--- src/rtl/ist_pkg.sv ---
package ist_pkg;

  localparam int NWIN = 6;
  localparam int NCLS = 6;

  // window indices (also the bit order of the packed trigger vector)
  localparam int W_FCMP = 0;
  localparam int W_CTI  = 1;
  localparam int W_MUL  = 2;
  localparam int W_DIV  = 3;
  localparam int W_CCWR = 4;
  localparam int W_SRD  = 5;

  // class indices (bit positions of blk_class)
  localparam int C_FMOVR = 0;
  localparam int C_STDF  = 1;
  localparam int C_MULX  = 2;
  localparam int C_DIVX  = 3;
  localparam int C_LDDF  = 4;
  localparam int C_ATOM  = 5;

  // a window that stalls every issue slot
  function automatic logic win_is_global(input int w);
    return (w == W_MUL) || (w == W_DIV) || (w == W_CCWR) || (w == W_SRD);
  endfunction

  // does window w cover class c
  function automatic logic win_covers(input int w, input int c);
    if (win_is_global(w)) return 1'b1;
    if (w == W_FCMP)      return (c >= C_FMOVR) && (c <= C_DIVX);
    if (w == W_CTI)       return (c == C_LDDF) || (c == C_ATOM);
    return 1'b0;
  endfunction

endpackage

--- src/rtl/ist_window.sv ---
module ist_window #(
  parameter int LEN = 4
) (
  input  logic clk,
  input  logic rst,
  input  logic trig,
  output logic active
);

  localparam int CW = $clog2(LEN + 1);
  localparam logic [CW-1:0] FULL = CW'(LEN);

  logic [CW-1:0] cnt;

  // next count: full reload on trigger, otherwise step toward zero
  function automatic logic [CW-1:0] count_next(input logic [CW-1:0] cur,
                                               input logic t);
    if (t)              return FULL;
    else if (cur != '0) return cur - 1'b1;
    else                return '0;
  endfunction

  always_ff @(posedge clk) begin
    if (rst) cnt <= '0;
    else     cnt <= count_next(cnt, trig);
  end

  assign active = (cnt != '0);

  assert_load_R8: assert property (@(posedge clk) disable iff (rst)
    trig |=> (cnt == FULL));

  assert_countdown_R8: assert property (@(posedge clk) disable iff (rst)
    (active && !trig) |=> (cnt == $past(cnt) - 1'b1));

  assert_no_overflow_R8: assert property (@(posedge clk) disable iff (rst)
    cnt <= FULL);

endmodule

--- src/rtl/ist_mask.sv ---
module ist_mask
  import ist_pkg::*;
(
  input  logic [NWIN-1:0] win_act,
  output logic [NCLS-1:0] blk_class,
  output logic            blk_all
);

  logic [NWIN-1:0] glob_sel;

  for (genvar w = 0; w < NWIN; w++) begin : g_glob
    assign glob_sel[w] = win_act[w] & win_is_global(w);
  end

  assign blk_all = |glob_sel;

  for (genvar c = 0; c < NCLS; c++) begin : g_cls
    logic [NWIN-1:0] hit;
    for (genvar w = 0; w < NWIN; w++) begin : g_hit
      assign hit[w] = win_act[w] & win_covers(w, c);
    end
    assign blk_class[c] = |hit;
  end

endmodule

--- src/rtl/ist_timer.sv ---
module ist_timer
  import ist_pkg::*;
#(
  parameter int FCMP_LEN = 2,
  parameter int CTI_LEN  = 2,
  parameter int MUL_LEN  = 19,
  parameter int DIV_LEN  = 68,
  parameter int CCWR_LEN = 4,
  parameter int SRD_LEN  = 5
) (
  input  logic            clk,
  input  logic            rst,
  input  logic            fcmp_iss,
  input  logic            cti_iss,
  input  logic            mul_iss,
  input  logic            div_iss,
  input  logic            ccwr_iss,
  input  logic            srd_head,
  output logic [NCLS-1:0] blk_class,
  output logic            blk_all
);

  logic [NWIN-1:0] trig_vec;
  logic [NWIN-1:0] win_act;

  assign trig_vec[W_FCMP] = fcmp_iss;
  assign trig_vec[W_CTI]  = cti_iss;
  assign trig_vec[W_MUL]  = mul_iss;
  assign trig_vec[W_DIV]  = div_iss;
  assign trig_vec[W_CCWR] = ccwr_iss;
  assign trig_vec[W_SRD]  = srd_head;

  for (genvar g = 0; g < NWIN; g++) begin : g_win
    localparam int L = (g == W_FCMP) ? FCMP_LEN :
                       (g == W_CTI)  ? CTI_LEN  :
                       (g == W_MUL)  ? MUL_LEN  :
                       (g == W_DIV)  ? DIV_LEN  :
                       (g == W_CCWR) ? CCWR_LEN : SRD_LEN;
    ist_window #(.LEN(L)) u_win (
      .clk    (clk),
      .rst    (rst),
      .trig   (trig_vec[g]),
      .active (win_act[g])
    );
  end

  ist_mask u_mask (
    .win_act   (win_act),
    .blk_class (blk_class),
    .blk_all   (blk_all)
  );

  assert_reset_clear_R1: assert property (@(posedge clk)
    rst |=> (blk_class == '0 && !blk_all));

  assert_fcmp_block_R2: assert property (@(posedge clk) disable iff (rst)
    fcmp_iss |=> (blk_class[C_FMOVR] && blk_class[C_STDF] &&
                  blk_class[C_MULX] && blk_class[C_DIVX]));

  assert_cti_block_R3: assert property (@(posedge clk) disable iff (rst)
    cti_iss |=> (blk_class[C_LDDF] && blk_class[C_ATOM]));

  assert_div_block_R4: assert property (@(posedge clk) disable iff (rst)
    div_iss |=> blk_all);

  assert_mul_block_R5: assert property (@(posedge clk) disable iff (rst)
    mul_iss |=> blk_all);

  assert_ccwr_block_R6: assert property (@(posedge clk) disable iff (rst)
    ccwr_iss |=> blk_all);

  assert_srd_block_R7: assert property (@(posedge clk) disable iff (rst)
    srd_head |=> blk_all);

  assert_all_covers_R9: assert property (@(posedge clk) disable iff (rst)
    blk_all |-> (&blk_class));

endmodule

--- config.mk ---
export PLATFORM = sky130hd
export DESIGN_NAME = ist_timer
export DESIGN_NICKNAME = d
export VERILOG_FILES = /design/src/rtl/ist_pkg.sv /design/src/rtl/ist_window.sv /design/src/rtl/ist_mask.sv /design/src/rtl/ist_timer.sv
export SDC_FILE = /design/constraint.sdc
export NUM_CORES = 1
export LEC_CHECK = 0
export ABC_AREA = 0
export BUFFER_PORTS_ARGS = -buffer_cell sky130_fd_sc_hd__buf_2
export CORE_MARGIN = 2
export CORE_UTILIZATION = 29
export DETAILED_ROUTE_END_ITERATION = 12
export GPL_TIMING_DRIVEN = 0
export HOLD_SLACK_MARGIN = 0.1
export REMOVE_ABC_BUFFERS = 1
export SYNTH_ARGS = -nofsm -noshare
export SYNTH_HDL_FRONTEND = slang
export SYNTH_SLANG_ARGS = --single-unit
--- constraint.sdc ---
create_clock -name clk -period 3.6 [get_ports clk]
set_input_delay 0.18 -clock clk [delete_from_list [all_inputs] [get_ports clk]]
set_output_delay 0.18 -clock clk [all_outputs]
set_load 0.02 [all_outputs]
# [Yosys cells after proc, flatten, opt, wreduce, memory -nomap -nowiden]
# Index checks and enable logic that the tools add are counted.
[word_totals] out_inout_bits=7 wordCells=51 register_bits=22
[op_classes] addsub=6 reduce_logical=15 n_bitwise=6 muxes=12
[ops] operator="OR reduction 3 bit" n=6
[ops] operator="2-to-1 mux 7 bit" n=2
[ops] operator="2-to-1 mux 3 bit" n=4
[ops] operator="2-to-1 mux 5 bit" n=2
[ops] operator="OR reduction 5 bit" n=2
[ops] operator="2-to-1 mux 2 bit" n=4
[ops] operator="nonzero test 7 bit" n=1
[ops] operator="subtractor 7 x 1 -> 7 bit, second input constant" n=1
[ops] operator="inverter 1 bit" n=6
[ops] operator="nonzero test 3 bit" n=2
[ops] operator="subtractor 3 x 1 -> 3 bit, second input constant" n=2
[ops] operator="nonzero test 5 bit" n=1
[ops] operator="subtractor 5 x 1 -> 5 bit, second input constant" n=1
[ops] operator="nonzero test 2 bit" n=2
[ops] operator="OR reduction 4 bit" n=1
[ops] operator="subtractor 2 x 1 -> 2 bit, second input constant" n=2

# [Longest topological paths before layout]
[depth] ltp_word=3 ltp_mapped=7 ltp_nobuf=6

# [Cells and area by module]
# From an unflattened synthesis, not the netlist that was laid out.
[unflattened] cells_unflattened=107 hier_area_um2=1021.0
[modules_own_cells] mod="ist_window at g_win[3].u_win" seq_area_each_um2=140.1 cells_each=36 area_per_inst_um2=321.6 instances=1
[modules_own_cells] mod="ist_window at g_win[2].u_win" seq_area_each_um2=100.1 cells_each=21 area_per_inst_um2=211.5 instances=1
[modules_own_cells] mod="ist_window at g_win[5].u_win" seq_area_each_um2=60.1 cells_each=16 area_per_inst_um2=150.1 instances=1
[modules_own_cells] mod="ist_window at g_win[0].u_win ..." seq_area_each_um2=40.0 cells_each=6 area_per_inst_um2=70.1 instances=2
[modules_own_cells] mod="ist_window at g_win[4].u_win" seq_area_each_um2=60.1 cells_each=14 area_per_inst_um2=138.9 instances=1
[modules_own_cells] mod="ist_mask" seq_area_each_um2=0.0 cells_each=8 area_per_inst_um2=58.8 instances=1

# [Worst setup path after synthesis]
# No wires, ideal clock.
[synth_path] path_kind="reg2out" from="register g_win[2].u_win.cnt[0]" to="output port blk_class[1]" arrival_ns=2.210 setup_slack_ns=1.210 n_path_buf=1 stages_incl_launch_ff=7 cell_sequence="dfxtp_1 -> inv_1 -> ha_1 -> or4b_1 -> or4_4 -> or3_1 -> buf_4"
[synth_between] elab_chain_cells=2
[synth_rtl] element="start: declaration" line_no="ist_window.sv:13" source="logic [CW-1:0] cnt;"
[synth_rtl] element="start signal: assignment" line_no="ist_window.sv:25" source="else cnt <= count_next(cnt, trig);"
[synth_rtl] element="nonzero test 5 bit" line_no="ist_window.sv:28" source="assign active = (cnt != '0);"
[synth_rtl] element="OR reduction 5 bit"
[synth_rtl] element="end: declaration" line_no="ist_timer.sv:19" source="output logic [NCLS-1:0] blk_class,"
# No other way between the ends.

# [Final worst setup path]
[layout_path] from="register g_win[2].u_win.cnt[0]" to="output port blk_class[3]"
[layout_between] elab_chain_cells=2
[layout_rtl] element="nonzero test 5 bit" line_no="ist_window.sv:28"
[layout_rtl] element="OR reduction 5 bit" line_no="ist_mask.sv:22" source="assign blk_class[c] = |hit;"
# No other way between the ends.

==> flow_summary.toml <==
[pwr]
p_leak_nw = 0.487
peakVddDrop_mv = 0.104
p_per_area_nw_per_um2 = 457

[layout]
synthToLayoutAreaGrowth_pct = 18.0
final_layout_size_suffix_gt1_frac = 0.195
num_antenna_cells = 0
nets = 141
fillers = 350
multi_input_area_um2 = 448
regMostFlops = "g_win.u_win.cnt"
top_regs = "g_win.u_win.cnt: 22 flops"
largest_reg_flops = 22
seq_area_um2 = 440
design_area_um2 = 1150
stdcell_count = 169

[place]
dpl-instance-area_um2 = 1070
place.port_buffers = 14
gp_congestion = 0.754
placed_cells = 160
dp_slack_ps = 1290
hpwlAfterDp_mm = 1.29

[clock_network]
cts_setup_buffers = 0
numClockSinks = 22
clk_path_buf_depth = 2
clk_pin_slew_ps = 120
cts_hold_buf = 5
cts_tree = "done"
cts_resized = 0
cts-root-buf = "clkbuf_4"
h-tree-depth = 1
insertion_delay_ps = 290
numCtsBuffers = 3

[sta]
setup_viol = 0
finalCriticalPeriod_ps = 2620
rsz0062_at_grt = "false"
relSlewSlack = 0.643
fin_tns_setup_ps = 0
period_share = 0.728
skew_ps = 0.970
max_freq_mhz = 381
worst_slack_ps = 978
slew_violations = 0
worstMarginPinSlew_ps = 530
hold_viol_final = 0

[floorplan]
die_h_um = 62.1
die_x_um = 62.1
num_io_pins = 15
start_util = 0.298
coreArea_um2 = 3280
die-area_um2 = 3850
rows = 21

[synth]
syn-mean-instance-area_um2 = 9.23
synthXorXnorAreaFrac = 0.0448
synth.mux.area_fraction = 0
yosys.area.top_type = "dfxtp_1"
ys_seq_elements = 22
synth-edff-count = 0
yosysUniqueCellTypes = 24
ys_seq_area_frac = 0.450
synthSimpleGateAreaFrac = 0.219
syn_area_um2 = 978
synth_fa_ha_area_frac = 0.115
synth_top_family_by_area = "simple AND/OR/NAND/NOR gates"
yosysWarnings = 0
synth_flop_cell = "dfxtp_1"
synthTopCellsByCount = "22 x dfxtp_1, 16 x nor2_1, 14 x inv_1"
async_flop_share = 0
synth.most_common_cell = "dfxtp_1"
synth-compound-area-share = 0.0793
synth_area_leaders = "dfxtp_1 45%, ha_1 12%, nor2_1 6.1%"
synth_top_area_share = 0.450
postSynthCellCount = 106

[run]
maxCapViolations = 0

[detailed_routing]
wl_per_cell_um = 9.90
routed_wl_mm = 1.67
num_vias = 748
drtAntennaViolNets = 0
dr.pass1.iters = 6
drtIter0Drc = 16
drc = 0
via_per_inst = 4.43

[hold_path]
worst_hold_path_type = "primary input to flip-flop"

[global_route]
gr-usage-all-layers = 0.0925
grt-ovfl-total = 0
antenna_found_initial = 0
grt_pass1_wl_mm = 2.64
first_global_vias = 648
grt_max_degree = 20

[critical_path]
cp-end-kind = "output pin"
cp.required_ps = 3420
cp-start-kind = "flip-flop"
arrival_ps = 2440
path_max_fanout = 4
critical_path_class = "flip-flop to output pin"

[outcome]
status = "complete, no violations"
[critical path, stage by stage, from the launching register on]
cell and delay [ps]:
dfxtp_1 340, inv_1 60, ha_1 190, or4b_1 450, or4_4 560, or3_1 360
buf_2 180
[cells in the final DEF (no fill, tap or decap)]
| master | Yosys | final |
|---|---|---|
| or4_4 | 2 | 2 |
| ha_1 | 9 | 9 |
| or4_2 | 1 | 1 |
| nor3b_1 | 1 | 1 |
| a21oi_1 | 6 | 6 |
| buf_2 | 0 | 14 |
| clkbuf_8 | 0 | 1 |
| o41a_2 | 1 | 1 |
| or3_1 | 3 | 3 |
| or2b_2 | 1 | 1 |
| nor2_1 | 16 | 16 |
| xor2_1 | 1 | 1 |
| nor4b_1 | 2 | 2 |
| nand2_1 | 1 | 1 |
| nor3_1 | 2 | 2 |
| inv_1 | 14 | 14 |
| or4b_1 | 1 | 1 |
| o31ai_1 | 2 | 2 |
| clkbuf_4 | 0 | 3 |
| nand2b_1 | 1 | 1 |
| nor4_1 | 5 | 5 |
| dlygate4sd3_1 | 0 | 5 |
| o21ai_0 | 4 | 4 |
| xnor2_1 | 4 | 4 |
| or3b_2 | 1 | 1 |
| dfxtp_1 | 22 | 22 |
[where the power goes]
| part | switching [mW] | total [mW] | leakage [nW] | internal, mW |
|---|---|---|---|---|
| Sequential | 0.0161 | 0.282 | 0.182 | 0.266 |
| Clock | 0.0699 | 0.131 | 0.0210 | 0.0616 |
| Combinational | 0.0574 | 0.114 | 0.285 | 0.0570 |
[logic make-up after synthesis]
family,Yosys count
buffers and inverters,20
XOR/XNOR,5
AND/OR/NAND/NOR,37
adder cells (fa/ha/maj),9
flip-flops,22
AO/OA/AOI/OAI,13
[metal layers]
layer	GRT usage	wire length, µm	vias to the layer above
met5	0	0	-
met4	0.0365	23	0
met3	0.0186	72	2
met2	0.173	840	18
met1	0.101	737	343
li1	-	-	385
[stage by stage]
stage / power, mW / util / hold WS (ps)
after floorplan: 0.368 / - / 249
after global placement: 0.389 / 0.325 / 360
after detailed placement: 0.398 / 0.325 / 371
after CTS: 0.534 / 0.352 / 163
after global routing: 0.561 / 0.352 / 182
final: 0.528 / 0.352 / 169
[area by class of cell]
class                   count  share of cell area
flip-flops and latches     22               0.381
clock buffers               4              0.0314
multi-input cells          64               0.388
well taps                  46              0.0498
inverters                  14              0.0455
repair buffers             19               0.104
[final timing paths]
check                   startpoint                     to  slack, ps  depth (start not counted)
max reg2reg  g_win[3].u_win.cnt[2]  g_win[3].u_win.cnt[4]       1960                          3
max          g_win[2].u_win.cnt[0]           blk_class[3]        980                          6
min                        div_iss  g_win[3].u_win.cnt[2]        170                          3
min reg2reg  g_win[4].u_win.cnt[0]  g_win[4].u_win.cnt[0]        420                          1
(Power assumes the default switching activity.)
